`config.mk`:
```
export PLATFORM = sky130hd
export DESIGN_NAME = dma_irq_aggregator
export DESIGN_NICKNAME = d
export VERILOG_FILES = /design/src/rtl/dma_irq_pkg.sv /design/src/rtl/dma_irq_chan.sv /design/src/rtl/dma_irq_run.sv /design/src/rtl/dma_irq_fsm.sv /design/src/rtl/dma_irq_aggregator.sv
export SDC_FILE = /design/constraint.sdc
export NUM_CORES = 1
export LEC_CHECK = 0
export ABC_AREA = 1
export BUFFER_PORTS_ARGS = -buffer_cell sky130_fd_sc_hd__buf_2
export CAP_MARGIN = 10
export CORE_UTILIZATION = 54
export DETAILED_ROUTE_END_ITERATION = 16
export PLACE_DENSITY_LB_ADDON = 0.15
export SETUP_SLACK_MARGIN = 0.05
export SYNTH_ARGS = -nofsm -noshare
export SYNTH_HDL_FRONTEND = slang
export SYNTH_SLANG_ARGS = --single-unit
```
`constraint.sdc`:
```
create_clock -name clk -period 3.6 [get_ports clk]
set_input_delay 0.54 -clock clk [delete_from_list [all_inputs] [get_ports clk]]
set_output_delay 0.54 -clock clk [all_outputs]
set_load 0.02 [all_outputs]
```
`src/rtl/dma_irq_pkg.sv`:
```
package dma_irq_pkg;
    localparam int DW     = 32;
    localparam int ADDR_W = 8;

    localparam logic [ADDR_W-1:0] A_TXSUM  = 8'h00;
    localparam logic [ADDR_W-1:0] A_RXSUM  = 8'h01;
    localparam logic [ADDR_W-1:0] A_GLB    = 8'h02;
    localparam logic [ADDR_W-1:0] A_TXGO   = 8'h04;
    localparam logic [ADDR_W-1:0] A_TXHALT = 8'h05;
    localparam logic [ADDR_W-1:0] A_RXGO   = 8'h06;
    localparam logic [ADDR_W-1:0] A_RXHALT = 8'h07;
    localparam int                CH_BASE  = 'h40;

    localparam int DONE_BIT = 0;
    localparam int ERR_BIT  = 6;

    typedef enum logic {
        IRQ_IDLE,
        IRQ_RAISED
    } irq_state_e;
endpackage

```
`src/rtl/dma_irq_chan.sv`:
```
module dma_irq_chan (
    input  logic clk,
    input  logic rst_n,
    input  logic stat_wr,
    input  logic mask_wr,
    input  logic w_done,
    input  logic w_err,
    input  logic ev_done,
    input  logic ev_err,
    output logic done_q,
    output logic err_q,
    output logic men_done_q,
    output logic men_err_q,
    output logic pend
);
    // set wins over clear
    always_ff @(posedge clk or negedge rst_n) begin
        if (!rst_n) begin
            done_q     <= 1'b0;
            err_q      <= 1'b0;
            men_done_q <= 1'b0;
            men_err_q  <= 1'b0;
        end else begin
            done_q <= (done_q & ~(stat_wr & w_done)) | ev_done;
            err_q  <= (err_q  & ~(stat_wr & w_err))  | ev_err;
            if (mask_wr) begin
                men_done_q <= w_done;
                men_err_q  <= w_err;
            end
        end
    end

    assign pend = (done_q & men_done_q) | (err_q & men_err_q);
endmodule

```
`src/rtl/dma_irq_run.sv`:
```
module dma_irq_run #(
    parameter int             W     = 32,
    parameter logic [W-1:0]   VALID = '1
) (
    input  logic         clk,
    input  logic         rst_n,
    input  logic         go_wr,
    input  logic         halt_wr,
    input  logic [W-1:0] wdata,
    output logic [W-1:0] run_q
);
    logic [W-1:0] set_m, clr_m;

    always_comb begin
        set_m = go_wr   ? (wdata & VALID) : '0;
        clr_m = halt_wr ? wdata : '0;
    end

    always_ff @(posedge clk or negedge rst_n) begin
        if (!rst_n) run_q <= '0;
        else        run_q <= (run_q | set_m) & ~clr_m;
    end
endmodule

```
`src/rtl/dma_irq_fsm.sv`:
```
module dma_irq_fsm
    import dma_irq_pkg::*;
(
    input  logic clk,
    input  logic rst_n,
    input  logic any_pend,
    output logic irq
);
    irq_state_e state_q, state_d;

    always_ff @(posedge clk or negedge rst_n) begin
        if (!rst_n) state_q <= IRQ_IDLE;
        else        state_q <= state_d;
    end

    always_comb begin
        state_d = state_q;
        unique case (state_q)
            IRQ_IDLE:   if (any_pend)  state_d = IRQ_RAISED;
            IRQ_RAISED: if (!any_pend) state_d = IRQ_IDLE;
            default:    state_d = IRQ_IDLE;
        endcase
    end

    always_comb begin
        irq = (state_q == IRQ_RAISED);
    end
endmodule

```
`src/rtl/dma_irq_aggregator.sv`:
```
module dma_irq_aggregator
    import dma_irq_pkg::*;
#(
    parameter int NUM_CH = 5,
    parameter int GLB_W  = 4
) (
    input  logic              clk,
    input  logic              rst_n,
    input  logic [NUM_CH-1:0] ev_done,
    input  logic [NUM_CH-1:0] ev_err,
    input  logic [GLB_W-1:0]  glb_ev,
    input  logic              reg_wr,
    input  logic [ADDR_W-1:0] reg_addr,
    input  logic [DW-1:0]     reg_wdata,
    output logic [DW-1:0]     reg_rdata,
    output logic [DW-1:0]     tx_run,
    output logic [DW-1:0]     rx_run,
    output logic              irq
);
    localparam int NTX = (NUM_CH + 1) / 2;
    localparam int NRX = NUM_CH / 2;
    localparam logic [DW-1:0] TX_VALID = DW'((64'd1 << NTX) - 64'd1);
    localparam logic [DW-1:0] RX_VALID = DW'((64'd1 << NRX) - 64'd1);

    logic [NUM_CH-1:0] stat_wr, mask_wr, done_q, err_q, mdone_q, merr_q, pend;
    logic [DW-1:0]     tx_sum, rx_sum;
    logic [GLB_W-1:0]  glb_q;
    logic              glb_clr, any_pend;

    // address decode for per-channel registers
    always_comb begin
        stat_wr = '0;
        mask_wr = '0;
        for (int c = 0; c < NUM_CH; c++) begin
            stat_wr[c] = reg_wr && (reg_addr == ADDR_W'(CH_BASE + 2 * c));
            mask_wr[c] = reg_wr && (reg_addr == ADDR_W'(CH_BASE + 2 * c + 1));
        end
    end

    for (genvar c = 0; c < NUM_CH; c++) begin : g_ch
        dma_irq_chan u_chan (
            .clk        (clk),
            .rst_n      (rst_n),
            .stat_wr    (stat_wr[c]),
            .mask_wr    (mask_wr[c]),
            .w_done     (reg_wdata[DONE_BIT]),
            .w_err      (reg_wdata[ERR_BIT]),
            .ev_done    (ev_done[c]),
            .ev_err     (ev_err[c]),
            .done_q     (done_q[c]),
            .err_q      (err_q[c]),
            .men_done_q (mdone_q[c]),
            .men_err_q  (merr_q[c]),
            .pend       (pend[c])
        );
    end

    // summary words: even channels to transmit, odd to receive
    for (genvar k = 0; k < DW; k++) begin : g_sum
        if (2 * k < NUM_CH) begin : g_tx
            assign tx_sum[k] = pend[2 * k];
        end else begin : g_tx0
            assign tx_sum[k] = 1'b0;
        end
        if (2 * k + 1 < NUM_CH) begin : g_rx
            assign rx_sum[k] = pend[2 * k + 1];
        end else begin : g_rx0
            assign rx_sum[k] = 1'b0;
        end
    end

    // global word: cleared only by an all-ones write, set wins
    assign glb_clr = reg_wr && (reg_addr == A_GLB) && (reg_wdata == '1);

    always_ff @(posedge clk or negedge rst_n) begin
        if (!rst_n) glb_q <= '0;
        else        glb_q <= (glb_clr ? '0 : glb_q) | glb_ev;
    end

    dma_irq_run #(.W(DW), .VALID(TX_VALID)) u_txrun (
        .clk     (clk),
        .rst_n   (rst_n),
        .go_wr   (reg_wr && reg_addr == A_TXGO),
        .halt_wr (reg_wr && reg_addr == A_TXHALT),
        .wdata   (reg_wdata),
        .run_q   (tx_run)
    );

    dma_irq_run #(.W(DW), .VALID(RX_VALID)) u_rxrun (
        .clk     (clk),
        .rst_n   (rst_n),
        .go_wr   (reg_wr && reg_addr == A_RXGO),
        .halt_wr (reg_wr && reg_addr == A_RXHALT),
        .wdata   (reg_wdata),
        .run_q   (rx_run)
    );

    assign any_pend = (|tx_sum) | (|rx_sum) | (|glb_q);

    dma_irq_fsm u_fsm (
        .clk      (clk),
        .rst_n    (rst_n),
        .any_pend (any_pend),
        .irq      (irq)
    );

    // read mux
    always_comb begin
        case (reg_addr)
            A_TXSUM:            reg_rdata = tx_sum;
            A_RXSUM:            reg_rdata = rx_sum;
            A_GLB:              reg_rdata = DW'(glb_q);
            A_TXGO, A_TXHALT:   reg_rdata = tx_run;
            A_RXGO, A_RXHALT:   reg_rdata = rx_run;
            default:            reg_rdata = '0;
        endcase
        for (int c = 0; c < NUM_CH; c++) begin
            if (reg_addr == ADDR_W'(CH_BASE + 2 * c)) begin
                reg_rdata           = '0;
                reg_rdata[DONE_BIT] = done_q[c];
                reg_rdata[ERR_BIT]  = err_q[c];
            end else if (reg_addr == ADDR_W'(CH_BASE + 2 * c + 1)) begin
                reg_rdata           = '0;
                reg_rdata[DONE_BIT] = mdone_q[c];
                reg_rdata[ERR_BIT]  = merr_q[c];
            end
        end
    end
endmodule

```
### After elaboration in Yosys (flattened, before gate mapping)

Index checks and enable logic that the tools add are counted.

| storage, ports and cells | value |
|---|---|
| output and inout bits | 97 |
| word-level logic and storage cells | 144 |
| bits in registers | 89 |
| bits of input ports | 57 |

| cells by class | value |
|---|---|
| multiplexer cells | 17 |
| bitwise gates (word level) | 64 |
| reduce and logical (&&, ||, !) cells | 22 |
| eq/ne operators | 17 |

Operators by type and width:

| cell | count |
|---|---|
| two-way mux 32 bit | 12 |
| case mux 32 bit (5 select lines) | 1 |
| equality test 8 x 7 -> 1 bit (second input constant) | 10 |
| AND 32 bit | 2 |
| NOT 32 bit | 2 |
| OR 32 bit | 2 |
| equality test 32 bit (second input constant) | 1 |
| equality test 8 x 3 -> 1 bit (second input constant) | 4 |
| AND 1 bit | 30 |
| OR 1 bit | 17 |
| logical AND 1 bit | 16 |
| NOT 1 bit | 10 |
| equality test 8 x 1 -> 1 bit (second input constant) | 1 |
| equality test 8 x 2 -> 1 bit (second input constant) | 1 |
| zero test 8 bit | 1 |
| OR reduction 2 bit | 3 |
| two-way mux 4 bit | 1 |
| OR 4 bit | 1 |
| OR reduction 4 bit | 1 |
| two-way mux 3 bit | 1 |
| OR reduction 3 bit | 1 |
| two-way mux 2 bit | 1 |
| two-way mux 1 bit | 1 |

### Logic depth before layout (Yosys ltp)

Gate-level depths: netlist (run 1).

| depth | value |
|---|---|
| depth after elaboration | 13 |
| depth in mapped cells | 15 |

### Cells and area by module

A second synthesis (run 1) with hierarchy kept.

| second synthesis, totals | value |
|---|---|
| cells, all modules | 455 |
| area total of the unflattened synthesis | 4264.1 um^2 |

Modules (own cells, without submodules):

| module | instances | area each (um^2) | seq. area each (um^2) | cells each |
|---|---|---|---|---|
| dma_irq_run at u_rxrun | 1 | 1217.4 | 800.8 | 77 |
| dma_irq_run at u_txrun | 1 | 1103.6 | 800.8 | 82 |
| dma_irq_aggregator | 1 | 1086.0 | 100.1 | 190 |
| dma_irq_chan | 5 | 166.4 | 100.1 | 21 |
| dma_irq_fsm | 1 | 25.0 | 25.0 | 1 |

### Worst setup path before layout (run 1)

OpenSTA, ideal clock, no wires.

| timing | value |
|---|---|
| path kind | input -> output |
| from | input port reg_addr[5] |
| to | output port reg_rdata[0] |
| setup slack | 1.423 ns |
| buffers on the path | 0 |
| data required time | 3.060 ns |
| data arrival time | 1.637 ns |
| stages on the path | 12 |
| path through | nor2_1 -> nand3_2 -> inv_1 -> nand2_1 -> o21ai_1 -> inv_1 -> nand2_1 -> nand4_1 -> nand2_1 -> nand3_1 -> nand2_1 -> nand3_1 |

| between the ends | value |
|---|---|
| longest elaborated chain between the ends | 13 |
| elaborated cells on any way between the ends | 30 |

RTL lines:

| element | RTL line | text |
|---|---|---|
| from (decl) | dma_irq_aggregator.sv:13 | `input logic [ADDR_W-1:0] reg_addr,` |
| equality test 8 x 3 -> 1 bit | dma_irq_aggregator.sv:109 | `case (reg_addr)` |
| OR reduction 2 bit | dma_irq_aggregator.sv:109 |  |
| case mux 32 bit (5 select lines) | dma_irq_aggregator.sv:109 |  |
| two-way mux 32 bit | dma_irq_aggregator.sv:122 | `end else if (reg_addr == ADDR_W'(CH_BASE + 2 * c + 1)) begin` |
| two-way mux 32 bit | dma_irq_aggregator.sv:118 | `if (reg_addr == ADDR_W'(CH_BASE + 2 * c)) begin` |
| two-way mux 32 bit | dma_irq_aggregator.sv:122 |  |
| two-way mux 32 bit | dma_irq_aggregator.sv:118 |  |
| two-way mux 32 bit | dma_irq_aggregator.sv:122 |  |
| two-way mux 32 bit | dma_irq_aggregator.sv:118 |  |
| two-way mux 32 bit | dma_irq_aggregator.sv:122 |  |
| two-way mux 32 bit | dma_irq_aggregator.sv:118 |  |
| two-way mux 32 bit | dma_irq_aggregator.sv:122 |  |
| two-way mux 32 bit (*) | dma_irq_aggregator.sv:118 |  |
| to (decl) | dma_irq_aggregator.sv:15 | `output logic [DW-1:0] reg_rdata,` |

Every way passes the cells marked *; elsewhere a longest branch is shown, timed or not.

### Final worst setup path (run 1)

| timing | value |
|---|---|
| from | input port reg_addr[7] |
| to | output port reg_rdata[0] |

The elaborated chain is that of the path after synthesis.

==> run_results.csv, run 1 <==
group,metric,value,unit
sta,hold_slack,371,ps
sta,rsz0062_at_grt,"no",
sta,fin_skew,4.82,ps
layout,layout.nets,719,
clock_tree,cts_tree,"yes",
floorplanning,die_area,0.00823,mm2
route,drc,0,
layout,num_antenna_cells,0,
sta,post-route-period-util,78.9,%
global_route,grt_pass1_wl,17900,um
clock_tree,cts_made_buffers,9,
critical_path,rrSetupSlack,2540,ps
route,first_pass_iters,6,
clock_tree,clk_pin_slew,80,ps
layout,area_growth,24.9,%
floorplanning,row_count,31,
clock_tree,clockRootBuffer,"clkbuf_8",
pwr,p_leak,3.43,nW
sta,finalHoldViolations,0,
route,drt_wl_total,10800,um
logic_synthesis,synthDistinctLibCells,29,
route,drtIter0Drc,254,
global_route,grt_usage,27.3,%
logic_synthesis,synth_xor_area_share,0,%
run_status,status,"complete, no violations",
route,wire_per_inst,14.1,um
pwr,p_per_area,364,mW/mm2
critical_path,start_kind,"primary input",
logic_synthesis,seq_area_frac_synth,52.4,%
sta,fin_crit,2840,ps
sta,final.setup.tns,0,ps
floorplanning,start_util,57.1,%
logic_synthesis,synthCells,510,
logic_synthesis,synth_top_family_by_area,"compound AO/OA/AOI/OAI gates",
route,vias_per_cell,5.20,
critical_path,crit_slowest_cell,"nand2_1",
route,ant_nets,0,
pwr,vdd.ir_drop.worst,232,uV
logic_synthesis,syn_area_per_cell,8.33,um2
global_route,grt_max_degree,90,
logic_synthesis,ys_warn_count,0,
floorplanning,ios,154,
floorplanning,fp.dieW,90.7,um
clock_tree,cts_hold_buf,0,
critical_path,critical_path.max_fanout,15,
global_route,grt_overflow_total,0,
critical_path,crit_top_cell,"nand2_1",
logic_synthesis,yosys.area.top_type_share,52.4,%
placed_design,io_buffer_count,153,
job,maxCapViolCount,0,
global_route,antenna_found_initial,0,
sta,finalMaxSlewViolations,0,
sta,finalSetupViolCount,0,
placed_design,post-dp-hpwl,7930,um
logic_synthesis,synthMuxAreaShare,0,%
logic_synthesis,synthSimpleGateAreaFrac,16.1,%
placed_design,placed_area,0.00508,mm2
logic_synthesis,ys_seq_elements,89,
critical_path,cp-end-kind,"output port",
logic_synthesis,synth_nets,567,
sta,max_slew.worst_pin.slew,1090,ps
clock_tree,worstSkewPairLatency,340,ps
floorplanning,fp.coreArea,0.00745,mm2
clock_tree,ctsResizeCount,0,
logic_synthesis,synth.cell_area,0.00425,mm2
floorplanning,chipHeight,90.7,um
critical_path,worstPathRequired,3060,ps
sta,relSlewSlack,27.6,%
clock_tree,ctsLongestPathBuffers,2,
placed_design,gp_congestion,0.900,
min_path,hold_path_class,"primary input to register",
clock_tree,clock_sinks,89,
route,dr_total_vias,3976,
sta,fmax,352,MHz
critical_path,path_cells,"buf_2 -> inv_1 -> nand2_1 -> nor2_4 -> nand2_1 -> nand2_1 -> nand2_1 -> nand2_1 -> inv_1 -> nand2_1 -> nand2_1 -> nand4_1 -> nand2_1 -> nand3_1 -> nand2_1 -> nand3_1 -> buf_2",
layout,drive_above_1_share,27.6,%
critical_path,crit_type,"primary input to output port",
critical_path,cp_slowest_stage_delay,460,ps
layout,design_area,0.00531,mm2
logic_synthesis,synth-compound-area-share,18.1,%
critical_path,arrival,2300,ps
logic_synthesis,yosys.area_share.adder,0,%
logic_synthesis,synth_top_area_cell,"dfrtp_1",
clock_tree,post-cts-setup-buffers,0,
global_route,grt_pass1_vias,3802,
logic_synthesis,yosys-top-cells-area,"dfrtp_1 52%, inv_1 11%, nand2_1 8.1%",
clock_tree,cts_max_level,3,
cells in the final DEF (no fill, tap or decap), drive strengths merged, types with 3 or more instances in the layout:
cell type / Yosys / layout
clkbuf: 4 / 10
nand4: 12 / 12
bufinv: 0 / 3
inv: 128 / 128
dfrtp: 89 / 89
a22oi: 6 / 6
nor3: 8 / 8
nand2: 94 / 94
nor2: 24 / 24
buf: 11 / 156
o21bai: 3 / 3
a21o: 4 / 4
nand3: 12 / 12
o21ai: 79 / 79
a22o: 28 / 28
cells by family (layout without fill, tap and decap cells):
kind of cell	after synthesis	in the layout
simple gates	154	154
flops	89	89
buf+inv	143	299
compound gates	124	124
final timing paths:
path,startpoint,end,cells after the start
setup / recovery,reg_addr[7],reg_rdata[0],17
hold / removal,ev_err[4],g_ch[4].u_chan.err_q,3
setup reg to reg,g_ch[4].u_chan.err_q,u_fsm.irq,3
hold reg to reg,u_txrun.run_q[22],u_txrun.run_q[22],2
max in group asynchronous,rst_n,g_ch[3].u_chan.men_done_q,1
min in group asynchronous,rst_n,u_txrun.run_q[19],1
layer usage:
metal | routed length [um] | share of wire, % | up-vias | global-route usage, %
met4 | 98 | 0.91 | 0 | 6.59
met2 | 5360 | 50 | 129 | 47.7
met3 | 641 | 5.9 | 9 | 5.72
li1 | - | - | 1919 | -
met5 | 0 | 0 | - | 0
met1 | 4680 | 43 | 1919 | 34.7
area by class of cell:
cell class	count	area, um2
fillers	638	2140
clock buffers	10	128
well taps	99	124
repair buffers	156	791
clock inverters	5	105
flip-flops and latches	89	2230
inverters	128	480
multi-input cells	278	1450
state kept, by name, summed over array words and instances, names as in the netlist:
name	cells
u_fsm.irq	1
glb_q	4
g_ch.u_chan.err_q	5
u_txrun.run_q	32
g_ch.u_chan.men_err_q	5
g_ch.u_chan.men_done_q	5
u_rxrun.run_q	32
g_ch.u_chan.done_q	5
synth_stat cells:
cell,number
a21o_1,4
a221oi_1,1
a22o_1,28
a22oi_1,6
a2bb2oi_1,2
buf_1,1
buf_2,7
buf_6,3
clkbuf_1,4
dfrtp_1,89
inv_1,126
inv_2,2
nand2_1,92
nand2_2,2
nand3_1,10
nand3_2,2
nand4_1,12
nor2_1,18
nor2_2,5
nor2_4,1
nor3_1,7
nor3_2,1
nor4_1,2
o21ai_0,57
o21ai_1,22
o21bai_1,3
o22ai_1,1
or2_1,1
or2_2,1
critical path, delay by kind of cell:
family                 cells  cell delay (ps)
buffers and inverters      4              380
and+or+nand+nor           13             1380
power breakdown:
part	internal (W)	switching, W	total, W
Combinational	0.0000418	0.0000844	0.000126
Clock	0.000458	0.000335	0.000792
Sequential	0.00101	0.00000660	0.00101
metrics by stage:
stage,std cells,worst slack (ps),utilization (%),power (W)
after global routing,765,551,71.3,0.00201
after CTS,765,757,71.3,0.00195
after global placement,750,805,68.2,0.00116
final,765,758,71.3,0.00193
after floorplan,510,1420,-,0.00108
after detailed placement,750,756,68.2,0.00116
Power figures use the tool's default switching activity.
==> run 2: changes to the inputs <==
CORE_UTILIZATION = 45   (was 54)
clock period = 2.6 ns   (was 3.6 ns; I/O delays follow)
==> run_results.csv, run 2 (synthesis gave the netlist of run 1 again) <==
group,metric,value,unit
run_status,status,"complete, no violations",
job,maxCapViolCount,0,
critical_path,cp-endpoint,"reg_rdata[0]",
sta,finalSetupViolCount,0,
floorplanning,start_util,46.2,%
global_route,grt.met1_usage,31.2,%
clock_tree,clock_sinks,89,
placed_design,gp_congestion,0.980,
placed_design,placed_area,0.00513,mm2
route,drc,0,
critical_path,rr_startpoint,"g_ch[4].u_chan.err_q",
global_route,grt_max_degree,90,
critical_path,worstPathRequired,2210,ps
critical_path,worstSetupStartpoint,"reg_addr[5]",
pwr,p_per_area,464,mW/mm2
clock_tree,ctsLongestPathBuffers,2,
clock_tree,post-cts-setup-buffers,0,
sta,post-route-period-util,86.4,%
layout,area_growth,24.8,%
floorplanning,row_count,35,
critical_path,cp-end-kind,"output port",
placed_design,dp_cells,765,
critical_path,rr_worst_depth,3,
floorplanning,die_area,0.00983,mm2
global_route,grt_pass1_wl,17800,um
layout,layout.nets,722,
sta,max_slew.worst_pin.slew,528,ps
critical_path,rr_endpoint,"u_fsm.irq",
sta,relSlewSlack,64.7,%
global_route,top_usage_layer,"met2",
route,dr_total_vias,3855,
critical_path,arrival,1860,ps
route,wire_per_inst,14.1,um
layout,drive_above_1_share,28.1,%
critical_path,start_kind,"primary input",
sta,fmax,445,MHz
floorplanning,ios,154,
floorplanning,chipHeight,99.2,um
layout,multi_input_area,0.00145,mm2
min_path,hold_path_class,"primary input to asynchronous set/reset pin",
critical_path,crit_type,"primary input to output port",
global_route,antenna_found_initial,0,
sta,finalHoldViolations,0,
route,drtIter0Drc,190,
layout,register_area,0.00223,mm2
critical_path,critical_path.max_fanout,6,
clock_tree,cts_tree,"yes",
clock_tree,cts_hold_buf,0,
clock_tree,clockRootBuffer,"clkbuf_8",
clock_tree,ctsResizeCount,0,
route,ant_nets,0,
global_route,grt_overflow_total,0,
global_route,met2_usage,38.4,%
placed_design,io_buffer_count,153,
layout,num_antenna_cells,0,
placed_design,post-dp-hpwl,8160,um
sta,fin_crit,2250,ps
sta,fin_skew,8.15,ps
route,drt_wl_total,11000,um
pwr,p_leak,3.43,nW
critical_path,rrSetupSlack,1550,ps
sta,finalMaxSlewViolations,0,
clock_tree,cts_max_level,3,
route,first_pass_iters,6,
clock_tree,cts_made_buffers,9,
layout,final_common_cell,"buf_2",
global_route,grt_usage,23.0,%
layout,fin_cells,780,
clock_tree,worstSkewPairLatency,350,ps
sta,rsz0062_at_grt,"no",
clock_tree,clk_pin_slew,90,ps
route,vias_per_cell,4.94,
layout,reg_top3,"u_rxrun.run_q (32), u_txrun.run_q (32)",
pwr,vdd.ir_drop.worst,257,uV
global_route,grt_pass1_vias,3681,
global_route,met3_usage,2.95,%
floorplanning,fp.coreArea,0.00920,mm2
sta,final.setup.tns,0,ps
layout,design_area,0.00530,mm2
layout,fillCellCount,879,
floorplanning,fp.dieW,99.2,um
layout,layout_common_cells,"152 x buf_2, 126 x inv_1, 92 x nand2_1",
==> run 2: critical path, cell delays in order <==
cell and delay, ps:
buf_2 100, nor2_1 170, nand3_2 150, inv_1 200
nand2_1 120, o21ai_1 130, inv_1 50, nand2_1 60
nand4_1 70, nand2_1 70, nand3_1 60, nand2_1 60
nand3_1 60, buf_2 160
==> run 2: layout make-up <==
type,count,share of cell area [%]
sequential,89,42.0
multi-input combinational,278,27.4
timing repair buffer,159,15.6
inverter,128,9.06
tap,111,2.62
clock buffer,10,2.59
clock inverter,5,0.755
==> run 2: layer usage <==
metal,share of wire [%],routed length [um]
met1,47,5150
met2,47,5210
met3,4.3,475
met5,0,0
met4,1.4,153
==> run 2: per-stage QoR <==
step / setup WS [ps] / power [W] / hold slack, ps / utilization, %
global placement: 436 / 0.00161 / 464 / 55.7
global route: 69.3 / 0.00257 / 95.5 / 57.7
CTS: 357 / 0.00249 / 81.0 / 57.7
floorplan: 723 / 0.00150 / 94.4 / -
finish: 354 / 0.00246 / 67.0 / 57.7
detailed placement: 378 / 0.00161 / 469 / 55.7
==> run 2: where the power goes <==
group          total, W  switching, W  internal [W]
Combinational  0.000180      0.000119     0.0000613
Clock          0.000878      0.000505      0.000374
Sequential      0.00140    0.00000906       0.00139
Total           0.00246      0.000633       0.00183
==> run 2: worst min path at each step <==
stage / start / end / depth (start not counted) / slack [ps]
floorplan: rst_n / g_ch[0].u_chan.done_q / 0 / 90
global placement: rst_n / u_txrun.run_q[25] / 2 / 460
detailed placement: rst_n / u_txrun.run_q[25] / 2 / 470
CTS: rst_n / u_txrun.run_q[25] / 2 / 80
global route: rst_n / u_txrun.run_q[25] / 2 / 100
finish: rst_n / u_rxrun.run_q[25] / 2 / 70
==> run 3: changes to the inputs <==
RECOVER_POWER = 25   (was unset)
==> run_results.csv, run 3 (synthesis gave the netlist of run 1 again) <==
group,metric,value,unit
run_status,status,"finished with violations",
run_status,violations,"capacitance limit, slew limit",
pwr,pwr-share-seq,57.1,%
global_route,grt_overflow_total,0,
layout,reg_top3,"u_rxrun.run_q (32), u_txrun.run_q (32)",
clock_tree,clock_sinks,89,
pwr,vdd.ir_drop.worst,257,uV
sta,rsz0062_at_grt,"no",
floorplanning,die_area,0.00983,mm2
critical_path,cp_num_buf_inv,4,
route,vias_per_cell,4.96,
route,drc,0,
critical_path,arrival,1850,ps
sta,finalSetupViolCount,0,
layout,final_common_cell,"buf_2",
placed_design,io_buffer_count,153,
placed_design,post-dp-hpwl,8160,um
critical_path,start_kind,"primary input",
pwr,p_leak,3.42,nW
global_route,grt.met1_usage,31.2,%
global_route,top_usage_layer,"met2",
route,drt_wl_total,10900,um
critical_path,worstPathRequired,2210,ps
route,wire_per_inst,14.0,um
route,dr_total_vias,3871,
sta,fin_crit,2240,ps
route,first_pass_iters,4,
clock_tree,clk_pin_slew,90,ps
sta,fmax,445,MHz
critical_path,cp-end-kind,"output port",
layout,area_growth,24.5,%
floorplanning,row_count,35,
sta,finalHoldViolations,0,
job,maxCapViolCount,1,
sta,max_slew.worst_pin.slew,2180,ps
floorplanning,fp.dieW,99.2,um
global_route,met2_usage,38.4,%
clock_tree,ctsResizeCount,0,
clock_tree,cts_made_buffers,9,
layout,layout.nets,722,
floorplanning,fp.coreArea,0.00920,mm2
layout,drive_above_1_share,28.1,%
clock_tree,post-cts-setup-buffers,0,
critical_path,critical_path.max_fanout,6,
global_route,antenna_found_initial,0,
pwr,clkPwrFrac,35.7,%
layout,layout_common_cells,"152 x buf_2, 126 x inv_1, 92 x nand2_1",
pwr,switching_share,25.7,%
clock_tree,cts_tree,"yes",
sta,final.setup.tns,0,ps
global_route,grt_pass1_vias,3681,
floorplanning,ios,154,
route,ant_nets,0,
placed_design,gp_congestion,0.980,
critical_path,critPathTopFamily,"simple AND/OR/NAND/NOR gates",
sta,relSlewSlack,-45.1,%
clock_tree,clockRootBuffer,"clkbuf_8",
global_route,grt_pass1_wl,17800,um
pwr,internal_power,0.00183,W
clock_tree,cts_hold_buf,0,
critical_path,crit_slowest_cell,"inv_1",
pwr,p_switching,0.000632,W
sta,setup_slack,355,ps
critical_path,crit_type,"primary input to output port",
min_path,hold_path_class,"primary input to register",
clock_tree,cts_max_level,3,
clock_tree,worstSkewPairLatency,350,ps
floorplanning,start_util,46.2,%
sta,fin_skew,7.12,ps
critical_path,cp_slowest_stage_delay,190,ps
global_route,grt_max_degree,90,
global_route,met3_usage,2.95,%
sta,finalMaxSlewViolations,90,
placed_design,dp_slack,378,ps
route,drtIter0Drc,180,
sta,post-route-period-util,86.3,%
critical_path,path_cells,"buf_2 -> nor2_1 -> nand3_2 -> inv_1 -> nand2_1 -> o21ai_1 -> inv_1 -> nand2_1 -> nand4_1 -> nand2_1 -> nand3_1 -> nand2_1 -> nand3_1 -> buf_2",
global_route,grt_usage,23.0,%
layout,num_antenna_cells,0,
clock_tree,ctsLongestPathBuffers,2,
floorplanning,chipHeight,99.2,um
critical_path,crit_top_cell,"nand2_1",
pwr,combPwrFrac,7.2,%
pwr,p_per_area,465,mW/mm2
==> run 3: per-layer routing <==
metal,up-vias,routed length [um]
li1,1921,-
met3,15,493
met1,1802,5080
met4,0,167
met2,133,5190
met5,-,0
==> run 3: worst paths after layout <==
path,slack [ps],endpoint,depth (start not counted),start
max,360,reg_rdata[0],14,reg_addr[5]
max reg2reg,1550,u_fsm.irq,3,g_ch[4].u_chan.err_q
max in group asynchronous,540,u_rxrun.run_q[23],2,rst_n
min,220,glb_q[1],2,glb_ev[1]
min in group asynchronous,770,u_rxrun.run_q[25],2,rst_n
min reg2reg,490,g_ch[2].u_chan.men_err_q,2,g_ch[2].u_chan.men_err_q
==> run 3: power groups by stage <==
stage                      logic, W  registers [W]  clock network [W]
after floorplan           0.0000669        0.00143                  0
after global placement     0.000178        0.00143                  0
after detailed placement   0.000181        0.00143                  0
after CTS                  0.000182        0.00140           0.000904
after global routing       0.000200        0.00141           0.000963
final                      0.000176        0.00140           0.000879
==> run 3: per-stage QoR <==
step                      hold slack, ps  area, um2  std cells  power, W  util, %
after floorplan                     94.4       4250        510   0.00150        -
after global placement               464       5130        765   0.00161     55.7
after detailed placement             469       5130        765   0.00161     55.7
after CTS                           81.0       5300        780   0.00249     57.7
after global routing                 212       5290        780   0.00257     57.5
final                                215       5290        780   0.00246     57.5
==> run 3: cell type report <==
cell class                      instances  area [um2]
Clock buffer                           10         138
Tap cell                              111         139
Clock inverter                          5        40.0
Sequential cell                        89        2230
Inverter                              128         480
Fill cell                             881        3910
Timing Repair Buffer                  159         811
Multi-Input combinational cell        278        1450
